### src/rtl/sponge_pkg.sv
package sponge_pkg;
  localparam int WORD_W      = 64;
  localparam int NWORDS      = 5;
  localparam int FULL_ROUNDS = 12;
  localparam int RND_W       = 4;
  localparam int CNT_W       = 4;
  localparam int BLK_BYTES   = WORD_W / 8;
  localparam logic [WORD_W-1:0] PAD_ONLY = {8'h80, {(WORD_W-8){1'b0}}};

  typedef logic [NWORDS-1:0][WORD_W-1:0] state_t;

  typedef enum logic [2:0] {
    PH_IDLE, PH_PERM, PH_ABSORB, PH_PAD, PH_SQUEEZE
  } phase_t;

  typedef enum logic [1:0] {
    GO_ABSORB, GO_PAD, GO_SQUEEZE
  } next_t;

  function automatic logic [WORD_W-1:0] rot_r(input logic [WORD_W-1:0] v, input int n);
    return (v >> n) | (v << (WORD_W - n));
  endfunction

  // one round: constant injection, bitsliced 5-bit substitution, word diffusion
  function automatic state_t round_fn(input state_t s, input logic [RND_W-1:0] idx);
    logic [WORD_W-1:0] a0, a1, a2, a3, a4, b0, b1, b2, b3, b4;
    state_t r;
    a0 = s[0]; a1 = s[1]; a3 = s[3]; a4 = s[4];
    a2 = s[2] ^ {{(WORD_W-8){1'b0}}, ~idx, idx};
    a0 = a0 ^ a4;
    a4 = a4 ^ a3;
    a2 = a2 ^ a1;
    b0 = a0 ^ (~a1 & a2);
    b1 = a1 ^ (~a2 & a3);
    b2 = a2 ^ (~a3 & a4);
    b3 = a3 ^ (~a4 & a0);
    b4 = a4 ^ (~a0 & a1);
    b1 = b1 ^ b0;
    b0 = b0 ^ b4;
    b3 = b3 ^ b2;
    b2 = ~b2;
    r[0] = b0 ^ rot_r(b0, 19) ^ rot_r(b0, 28);
    r[1] = b1 ^ rot_r(b1, 61) ^ rot_r(b1, 39);
    r[2] = b2 ^ rot_r(b2, 1)  ^ rot_r(b2, 6);
    r[3] = b3 ^ rot_r(b3, 10) ^ rot_r(b3, 17);
    r[4] = b4 ^ rot_r(b4, 7)  ^ rot_r(b4, 41);
    return r;
  endfunction

  function automatic state_t perm_full(input state_t s);
    state_t t;
    t = s;
    for (int i = 0; i < FULL_ROUNDS; i++) t = round_fn(t, RND_W'(i));
    return t;
  endfunction

  function automatic state_t seed_state(input logic xof, input logic fast, input int fast_rounds);
    state_t s;
    logic [7:0] gap;
    gap  = fast ? 8'(FULL_ROUNDS - fast_rounds) : 8'd0;
    s    = '0;
    s[0] = {8'h00, 8'(WORD_W), 8'(FULL_ROUNDS), gap, (xof ? 32'd0 : 32'd256)};
    return s;
  endfunction
endpackage

### src/rtl/sponge_round.sv
module sponge_round
  import sponge_pkg::*;
(
  input  state_t               din,
  input  logic [RND_W-1:0]     idx,
  output state_t               dout
);
  assign dout = round_fn(din, idx);
endmodule

### src/rtl/sponge_pad.sv
module sponge_pad
  import sponge_pkg::*;
(
  input  logic [WORD_W-1:0] data,
  input  logic [CNT_W-1:0]  nbytes,
  input  logic              last,
  output logic [WORD_W-1:0] block,
  output logic              full
);
  logic [CNT_W-1:0] n_eff;

  assign full  = !last || (nbytes >= CNT_W'(BLK_BYTES));
  assign n_eff = full ? CNT_W'(BLK_BYTES) : nbytes;

  for (genvar j = 0; j < BLK_BYTES; j++) begin : g_byte
    localparam int HI = WORD_W - 1 - 8 * j;
    assign block[HI -: 8] = (CNT_W'(j) < n_eff)  ? data[HI -: 8] :
                            (CNT_W'(j) == n_eff) ? 8'h80 : 8'h00;
  end
endmodule

### src/rtl/sponge_init.sv
module sponge_init
  import sponge_pkg::*;
#(
  parameter bit SKIP_INIT   = 1'b1,
  parameter int FAST_ROUNDS = 8
)(
  input  logic   xof,
  input  logic   fast,
  output state_t seed
);
  if (SKIP_INIT) begin : g_pre
    localparam state_t PRE_HS = perm_full(seed_state(1'b0, 1'b0, FAST_ROUNDS));
    localparam state_t PRE_HF = perm_full(seed_state(1'b0, 1'b1, FAST_ROUNDS));
    localparam state_t PRE_XS = perm_full(seed_state(1'b1, 1'b0, FAST_ROUNDS));
    localparam state_t PRE_XF = perm_full(seed_state(1'b1, 1'b1, FAST_ROUNDS));
    always_comb begin
      case ({xof, fast})
        2'b00:   seed = PRE_HS;
        2'b01:   seed = PRE_HF;
        2'b10:   seed = PRE_XS;
        default: seed = PRE_XF;
      endcase
    end
  end else begin : g_raw
    assign seed = seed_state(xof, fast, FAST_ROUNDS);
  end
endmodule

### src/rtl/sponge_hash_top.sv
module sponge_hash_top
  import sponge_pkg::*;
#(
  parameter int LEN_W       = 16,
  parameter int FAST_ROUNDS = 8,
  parameter int HASH_WORDS  = 4,
  parameter bit SKIP_INIT   = 1'b1
)(
  input  logic              clk,
  input  logic              rst,
  input  logic              start,
  input  logic              mode_xof,
  input  logic              fast_sel,
  input  logic [LEN_W-1:0]  out_words,
  output logic              busy,
  input  logic              msg_valid,
  output logic              msg_ready,
  input  logic [WORD_W-1:0] msg_data,
  input  logic              msg_last,
  input  logic [CNT_W-1:0]  msg_bytes,
  output logic              out_valid,
  input  logic              out_ready,
  output logic [WORD_W-1:0] out_data,
  output logic              out_last
);
  localparam logic [RND_W-1:0] LAST_RND   = RND_W'(FULL_ROUNDS - 1);
  localparam logic [RND_W-1:0] FAST_FIRST = RND_W'(FULL_ROUNDS - FAST_ROUNDS);
  localparam logic [LEN_W-1:0] HASH_CNT   = LEN_W'(HASH_WORDS);

  phase_t            phase;
  next_t             after;
  state_t            st, st_rnd, seed;
  logic [RND_W-1:0]  rnd;
  logic              is_xof, is_fast;
  logic [LEN_W-1:0]  remain;
  logic [WORD_W-1:0] blk;
  logic              blk_full;
  logic [RND_W-1:0]  data_first;

  sponge_init #(.SKIP_INIT(SKIP_INIT), .FAST_ROUNDS(FAST_ROUNDS)) u_init (
    .xof(mode_xof), .fast(fast_sel), .seed(seed)
  );

  sponge_round u_round (.din(st), .idx(rnd), .dout(st_rnd));

  sponge_pad u_pad (
    .data(msg_data), .nbytes(msg_bytes), .last(msg_last),
    .block(blk), .full(blk_full)
  );

  assign data_first = is_fast ? FAST_FIRST : '0;

  always_ff @(posedge clk) begin
    if (rst) begin
      phase   <= PH_IDLE;
      after   <= GO_ABSORB;
      st      <= '0;
      rnd     <= '0;
      is_xof  <= 1'b0;
      is_fast <= 1'b0;
      remain  <= '0;
    end else begin
      case (phase)
        PH_IDLE: begin
          if (start) begin
            is_xof  <= mode_xof;
            is_fast <= fast_sel;
            remain  <= !mode_xof ? HASH_CNT :
                       (out_words == '0) ? LEN_W'(1) : out_words;
            st      <= seed;
            rnd     <= '0;
            after   <= GO_ABSORB;
            phase   <= SKIP_INIT ? PH_ABSORB : PH_PERM;
          end
        end
        PH_PERM: begin
          st <= st_rnd;
          if (rnd == LAST_RND) begin
            case (after)
              GO_ABSORB: phase <= PH_ABSORB;
              GO_PAD:    phase <= PH_PAD;
              default:   phase <= PH_SQUEEZE;
            endcase
          end else begin
            rnd <= rnd + 1'b1;
          end
        end
        PH_ABSORB: begin
          if (msg_valid) begin
            st[0] <= st[0] ^ blk;
            phase <= PH_PERM;
            if (!msg_last) begin
              rnd   <= data_first;
              after <= GO_ABSORB;
            end else if (blk_full) begin
              rnd   <= data_first;
              after <= GO_PAD;
            end else begin
              rnd   <= '0;
              after <= GO_SQUEEZE;
            end
          end
        end
        PH_PAD: begin
          st[0] <= st[0] ^ PAD_ONLY;
          rnd   <= '0;
          after <= GO_SQUEEZE;
          phase <= PH_PERM;
        end
        PH_SQUEEZE: begin
          if (out_ready) begin
            if (remain == LEN_W'(1)) begin
              phase <= PH_IDLE;
            end else begin
              remain <= remain - 1'b1;
              rnd    <= data_first;
              after  <= GO_SQUEEZE;
              phase  <= PH_PERM;
            end
          end
        end
        default: phase <= PH_IDLE;
      endcase
    end
  end

  assign busy      = (phase != PH_IDLE);
  assign msg_ready = (phase == PH_ABSORB);
  assign out_valid = (phase == PH_SQUEEZE);
  assign out_data  = st[0];
  assign out_last  = (phase == PH_SQUEEZE) && (remain == LEN_W'(1));

  AST_STREAMS_EXCLUSIVE: assert property (@(posedge clk) disable iff (rst)
    !(msg_ready && out_valid));
  AST_OUT_HOLD: assert property (@(posedge clk) disable iff (rst)
    out_valid && !out_ready |=> out_valid && $stable(out_data) && $stable(out_last));
  AST_NO_TAIL_ROUNDS: assert property (@(posedge clk) disable iff (rst)
    out_valid && out_ready && out_last |=> !busy);
  AST_DIGEST_CAP: assert property (@(posedge clk) disable iff (rst)
    busy && !is_xof |-> remain <= HASH_CNT && remain != '0);
  AST_ROUND_RANGE: assert property (@(posedge clk) disable iff (rst)
    phase == PH_PERM |-> rnd <= LAST_RND);
  AST_START_LOCKED: assert property (@(posedge clk) disable iff (rst)
    busy && start |=> is_xof == $past(is_xof) && is_fast == $past(is_fast));
endmodule

### config.mk
export PLATFORM = sky130hd
export DESIGN_NAME = sponge_hash_top
export DESIGN_NICKNAME = d
export VERILOG_FILES = /design/src/rtl/sponge_pkg.sv /design/src/rtl/sponge_round.sv /design/src/rtl/sponge_pad.sv /design/src/rtl/sponge_init.sv /design/src/rtl/sponge_hash_top.sv
export SDC_FILE = /design/constraint.sdc
export NUM_CORES = 2
export LEC_CHECK = 0
export BUFFER_PORTS_ARGS = -buffer_cell sky130_fd_sc_hd__buf_2
export CAP_MARGIN = 30
export CORE_MARGIN = 2
export CORE_UTILIZATION = 35
export DETAILED_ROUTE_END_ITERATION = 8
export SETUP_SLACK_MARGIN = 0.02
export SYNTH_ARGS = -nofsm -noshare
export SYNTH_HDL_FRONTEND = slang
export SYNTH_SLANG_ARGS = --single-unit
### constraint.sdc
create_clock -name clk -period 6.6 [get_ports clk]
set_clock_uncertainty 0.15 [all_clocks]
set_input_delay 0.66 -clock clk [delete_from_list [all_inputs] [get_ports clk]]
set_output_delay 0.66 -clock clk [all_outputs]
set_load 0.02 [all_outputs]
# [Word level (Yosys, flattened, before mapping)]
# Index checks and enable logic that the tools add are counted.
[classes] eq_ne=22 mux=51 shifts=0 multipliers=0 add_sub_neg=2 div_mod_pow=0 magnitude_cmp=9 bitwise=47 reduce_logical=23
[op_table] cell="XOR 64 bit" n=22
[op_table] cell="one-hot mux 320 bit (3 select lines)" n=1
[op_table] cell="one-hot mux 256 bit (2 select lines)" n=1
[op_table] cell="inverter 64 bit" n=6
[op_table] cell="bitwise AND 64 bit" n=5
[op_table] cell="two-way mux 320 bit" n=1
[op_table] cell="one-hot mux 64 bit (4 select lines)" n=1
[op_table] cell="two-way mux 8 bit" n=16
[op_table] cell="two-way mux 16 bit" n=5
[op_table] cell="two-way mux 64 bit" n=1
[op_table] cell="bitwise OR 23 x 64 -> 64 bit" n=1
[op_table] cell="bitwise OR 25 x 64 -> 64 bit" n=1
[op_table] cell="bitwise OR 3 x 64 -> 64 bit" n=1
[op_table] cell="bitwise OR 36 x 64 -> 64 bit" n=1
[op_table] cell="bitwise OR 45 x 64 -> 64 bit" n=1
[op_table] cell="bitwise OR 47 x 64 -> 64 bit" n=1
[op_table] cell="bitwise OR 54 x 64 -> 64 bit" n=1
[op_table] cell="bitwise OR 57 x 64 -> 64 bit" n=1
[op_table] cell="bitwise OR 58 x 64 -> 64 bit" n=1
[op_table] cell="bitwise OR 63 x 64 -> 64 bit" n=1
[op_table] cell="XOR 64 x 8 -> 64 bit" n=1
[op_table] cell="one-hot mux 16 bit (2 select lines)" n=1
[op_table] cell="two-way mux 4 bit" n=7
[op_table] cell="one-hot mux 4 bit (5 select lines)" n=1
[op_table] cell="other kinds (42)" n=75
[totals] input_bits=92 regBits=346 romBits=0 memories=0 wordCells=165 out_inout_bits=68 mem_bits_rw=0 latchBits=0

# [Logic depth before layout (Yosys ltp)]
[depth] ltp_word=11 ltp_mapped=9 depth_no_buf=8

# [Cells and area by module]
# A second synthesis with hierarchy kept.
[unflattened] cells_unflattened=4308 area_unflattened_um2=36503.8
[by_module_without_submodules] module="sponge_hash_top" n_inst=1 area_per_inst_um2=17361.7 cells_per_inst=2293 seq_area_each_um2=6926.6
[by_module_without_submodules] module="sponge_round" n_inst=1 area_per_inst_um2=16029.1 cells_per_inst=1600 seq_area_each_um2=0.0
[by_module_without_submodules] module="sponge_init" n_inst=1 area_per_inst_um2=2463.6 cells_per_inst=327 seq_area_each_um2=0.0
[by_module_without_submodules] module="sponge_pad" n_inst=1 area_per_inst_um2=649.4 cells_per_inst=88 seq_area_each_um2=0.0

# [Least setup slack after synthesis]
# Ideal clock, no wire load.
[synth_path] path_type="reg2out" from="reg remain[4]" to="out out_last" arrival_time_ns=1.767 t_required_ns=5.790 path_stages_with_launch=5 slack_ns=4.023 n_path_buf=1 path_cell_list="dfxtp_1 -> or4_4 -> or3_1 -> buf_6 -> nor4_4"
[synth_between] elab_chain_cells=2
[synth_rtl] element="start: declaration" line="sponge_hash_top.sv:35" rtl="logic [LEN_W-1:0] remain;"
[synth_rtl] element="start signal: assignment" line="sponge_hash_top.sv:68" rtl="remain <= !mode_xof ? HASH_CNT :"
[synth_rtl] element="start signal: assignment" line="sponge_hash_top.sv:115" rtl="remain <= remain - 1'b1;"
[synth_rtl] element="equality test 16 x 1 -> 1 bit" line="sponge_hash_top.sv:131" rtl="assign out_last = (phase == PH_SQUEEZE) && (remain == LEN_W'(1));"
[synth_rtl] element="logical AND 1 bit" line="sponge_hash_top.sv:131"
[synth_rtl] element="end: declaration" line="sponge_hash_top.sv:24" rtl="output logic out_last"
# Every way passes these cells.

# [Worst setup path in the final report]
[layout_path] from="reg phase[0]" to="out msg_ready"
[layout_between] elab_chain_cells=1
[layout_rtl] element="start: declaration" line="sponge_hash_top.sv:30" rtl="phase_t phase;"
[layout_rtl] element="start signal: assignment" line="sponge_hash_top.sv:73" rtl="phase <= SKIP_INIT ? PH_ABSORB : PH_PERM;"
[layout_rtl] element="equality test 3 x 2 -> 1 bit" line="sponge_hash_top.sv:128" rtl="assign msg_ready = (phase == PH_ABSORB);"
[layout_rtl] element="end: declaration" line="sponge_hash_top.sv:17" rtl="output logic msg_ready,"
# Every way passes these cells.

==> impl_metrics.yaml <==
cells_and_area:
  nNetsFinal: 3711
  n_fill_cell: 8729
  drive_above_1_share: 0.105
  layout-area-overhead-vs-synth_pct: 11.4
  final_core_util: 0.395
cts:
  cts_tree: "built"
  clock_path_buffers: 3
  clk-insertion-delay-late_ns: 0.61
  post_cts_setup_driven_buffer_insertion_count: 0
  clock-root-buffer: "sky130_fd_sc_hd__clkbuf_16"
  numCtsBuffers: 44
  clkSinkCount: 346
  cts_hold_repair.buffers: 0
  cts-htree-levels: 2
  clk_transition_reported_paths_ns: 0.06
  cts-resized-gates: 0
worst_setup_path:
  critical_path_class: "reg2out"
  reg2reg_setup_slack_ns: 2.61
  worst_reg2reg_path_depth: 7
  r2r-start: "phase[0]"
  endpoint_kind: "output port"
  critical_path_required_ns: 5.79
  worst_r2r_endpoint: "st[268]"
  worstPathArrival_ns: 3.19
  worstPathMaxFanout: 73
  setup.worst_path.start_class: "register"
worst_hold_path:
  timing.hold.worst_endpoint: "out_data[50]"
  min_delay_path_depth: 3
  hp-start: "msg_data[50]"
  worst_hold_path_type: "in2reg"
synthesis:
  synth_cell_types: 69
  synthesis.instances: 3409
  synthFlopType: "sky130_fd_sc_hd__dfxtp_1"
  synth_area_um2: 30300
  syn_avg_cell_area_um2: 8.88
  synth.yosys.warnings: 0
  postSynth.asyncResetShare: 0
  synth_enable_flop_cells: 0
  synth.net_count: 3639
  ys_seq_area_frac: 0.229
  postSynthRegisterBits: 346
  most_area_hungry_cell_type_in_the_yosys_netlist: "sky130_fd_sc_hd__dfxtp_1"
  synth.top_cell.area_share: 0.229
  synthTopCellsByArea: "sky130_fd_sc_hd__dfxtp_1 23%, sky130_fd_sc_hd__xnor2_1 19%, sky130_fd_sc_hd__xnor3_1 12%, sky130_fd_sc_hd__ha_1 5.7%, sky130_fd_sc_hd__xor2_1 5.3%"
grt:
  grt_pass1_vias: 25100
  antenna_found_initial: 3
  first_pass_grt_wire_length_um: 196000
  total_routing_resource_utilization_after_global_routing: 0.310
  grt_max_degree: 188
  globalRouteOverflowTotal: 0
timing:
  drv_slew: 0
  setup-tns-final_ns: 0
  finalSetupViolCount: 0
  tightestPinTransition_ns: 1.22
  unrepaired_setup_endpoints_after_global_routing: "false"
  layout_worst_path_cycle_share: 0.606
  slew_headroom: 0.179
  achievable-frequency_mhz: 250
  final_period_minus_worst_setup_slack_ns: 4.00
  finalHoldViolations: 0
job:
  max-cap-violations: 0
detailed_routing:
  routed_wirelength_um: 142000
  drt_pass_1_iters: 6
  antenna_left: 0
  detail_route.iter0.violations: 3762
  routed_wire_length_per_instance_um: 30.4
  detail_route.vias_per_cell: 5.79
  num_vias: 27000
  post-route-drc-count: 0
floorplan:
  die-area_um2: 88800
  initial_utilization: 0.354
  core.rowCount: 107
  chipWidth_um: 298
  top_level_ports: 160
  core_um2: 85400
  die_height_um: 298
placed_design:
  placement.io_buffers: 159
  detailed_place_hpwl_um: 111000
  gp_congestion: 1.05
status:
  status: "finished clean"
## synthesized netlist by cell type (3+ instances only)
master and number:
sky130_fd_sc_hd__xor3_1 5, sky130_fd_sc_hd__inv_1 209, sky130_fd_sc_hd__a21oi_1 310, sky130_fd_sc_hd__ha_1 138, sky130_fd_sc_hd__o221a_2 15, sky130_fd_sc_hd__or2_2 5
sky130_fd_sc_hd__maj3_1 59, sky130_fd_sc_hd__buf_6 3, sky130_fd_sc_hd__nand2b_1 11, sky130_fd_sc_hd__a22o_1 11, sky130_fd_sc_hd__a21boi_0 4, sky130_fd_sc_hd__xor2_1 184
sky130_fd_sc_hd__nor3_1 28, sky130_fd_sc_hd__a22oi_1 12, sky130_fd_sc_hd__clkbuf_1 150, sky130_fd_sc_hd__a311oi_1 15, sky130_fd_sc_hd__a32o_1 4, sky130_fd_sc_hd__xnor2_1 665
sky130_fd_sc_hd__o21bai_1 3, sky130_fd_sc_hd__a221oi_1 89, sky130_fd_sc_hd__nor2b_1 4, sky130_fd_sc_hd__o21ai_0 180, sky130_fd_sc_hd__nor3b_1 3, sky130_fd_sc_hd__and3_1 7
sky130_fd_sc_hd__o22ai_1 26, sky130_fd_sc_hd__nor2_1 185, sky130_fd_sc_hd__or3b_2 3, sky130_fd_sc_hd__dfxtp_1 346, sky130_fd_sc_hd__buf_1 12, sky130_fd_sc_hd__a31oi_1 24
sky130_fd_sc_hd__o21a_1 16, sky130_fd_sc_hd__a2bb2oi_1 3, sky130_fd_sc_hd__o221ai_1 4, sky130_fd_sc_hd__mux2i_1 62, sky130_fd_sc_hd__nand2_1 233, sky130_fd_sc_hd__buf_4 64
sky130_fd_sc_hd__a21o_1 5, sky130_fd_sc_hd__xnor3_1 159, sky130_fd_sc_hd__nand3_1 43, sky130_fd_sc_hd__a211oi_1 60, sky130_fd_sc_hd__nor4_1 10, sky130_fd_sc_hd__o211ai_1 4
## flip-flops by register name (all words and copies together) (netlist names)
register	flops
out_data	64
is_fast	1
remain	16
after	2
phase	3
st	256
rnd	4
## area by class of cell
class	count	area [µm²]	area share
Multi-Input combinational cell	2622	21500	0.637
Sequential cell	346	6930	0.206
Timing Repair Buffer	257	1600	0.0474
Tap cell	1144	1430	0.0425
Clock buffer	68	1350	0.0402
Inverter	210	788	0.0234
Clock inverter	11	124	0.00368
Antenna cell	2	5.00	0.000149
## cell families (layout without fill, tap and decap cells)
| kind of cell | after synthesis | after routing | synth area share |
|---|---|---|---|
| AOI/OAI and AO/OA | 802 | 802 | 0.165 |
| xor gates and xnor gates | 1013 | 1013 | 0.368 |
| adders and majority gates | 197 | 197 | 0.0766 |
| buffers and inverters | 441 | 546 | 0.0635 |
| DFF | 346 | 346 | 0.229 |
| muxes | 63 | 63 | 0.0209 |
| other | 0 | 2 | 0 |
| and+or+nand+nor | 547 | 547 | 0.0770 |
## metal layers
| metal | track usage | vias to the layer above | routed length, µm |
|---|---|---|---|
| met5 | 0 | - | 8 |
| met4 | 0.200 | 2 | 11000 |
| met3 | 0.0702 | 356 | 15100 |
| met2 | 0.459 | 1665 | 59100 |
| met1 | 0.404 | 13100 | 56500 |
| li1 | - | 11800 | - |
## cell usage in the layout, fill, tap and decap left out, types with 62 or more instances in the layout
cell type / netlist / routed
sky130_fd_sc_hd__xnor3_1: 159 / 159
sky130_fd_sc_hd__xnor2_1: 665 / 665
sky130_fd_sc_hd__a221oi_1: 89 / 89
sky130_fd_sc_hd__buf_2: 2 / 158
sky130_fd_sc_hd__dfxtp_1: 346 / 346
sky130_fd_sc_hd__ha_1: 138 / 138
sky130_fd_sc_hd__buf_4: 64 / 92
sky130_fd_sc_hd__a21oi_1: 310 / 309
sky130_fd_sc_hd__xor2_1: 184 / 184
sky130_fd_sc_hd__o21ai_0: 180 / 178
sky130_fd_sc_hd__inv_1: 209 / 208
sky130_fd_sc_hd__nor2_1: 185 / 177
sky130_fd_sc_hd__mux2i_1: 62 / 62
sky130_fd_sc_hd__nand2_1: 233 / 233
## stage by stage
step | setup slack [ns] | hold slack [ns] | cell area (µm²) | instances
final | 2.60 | 0.188 | 33700 | 4660
after CTS | 2.69 | 0.169 | 33700 | 4655
after global routing | 2.42 | 0.195 | 33700 | 4658
after global placement | 2.95 | 0.285 | 32000 | 4550
after detailed placement | 2.95 | 0.300 | 32200 | 4576
after floorplan | 4.02 | 0.272 | 30300 | 3409
## critical path, cell delays in order (launching register included)
cell	delay, ns
sky130_fd_sc_hd__dfxtp_1	0.87
sky130_fd_sc_hd__or3b_2	0.24
sky130_fd_sc_hd__buf_4	0.60
sky130_fd_sc_hd__inv_1	0.27
sky130_fd_sc_hd__buf_4	0.33
sky130_fd_sc_hd__buf_2	0.22
## worst max-delay path by stage
stage	from	endpoint	slack, ns
floorplan	remain[4]	out_last	4.02
global placement	phase[2]	st[278]	2.95
detailed placement	phase[0]	st[208]	2.95
CTS	phase[2]	msg_ready	2.69
global route	phase[0]	msg_ready	2.42
finish	phase[0]	msg_ready	2.60
Power is left out: the tool's default activity adds up to more than one toggle a clock period on the data nets, which glitch-free logic cannot reach.
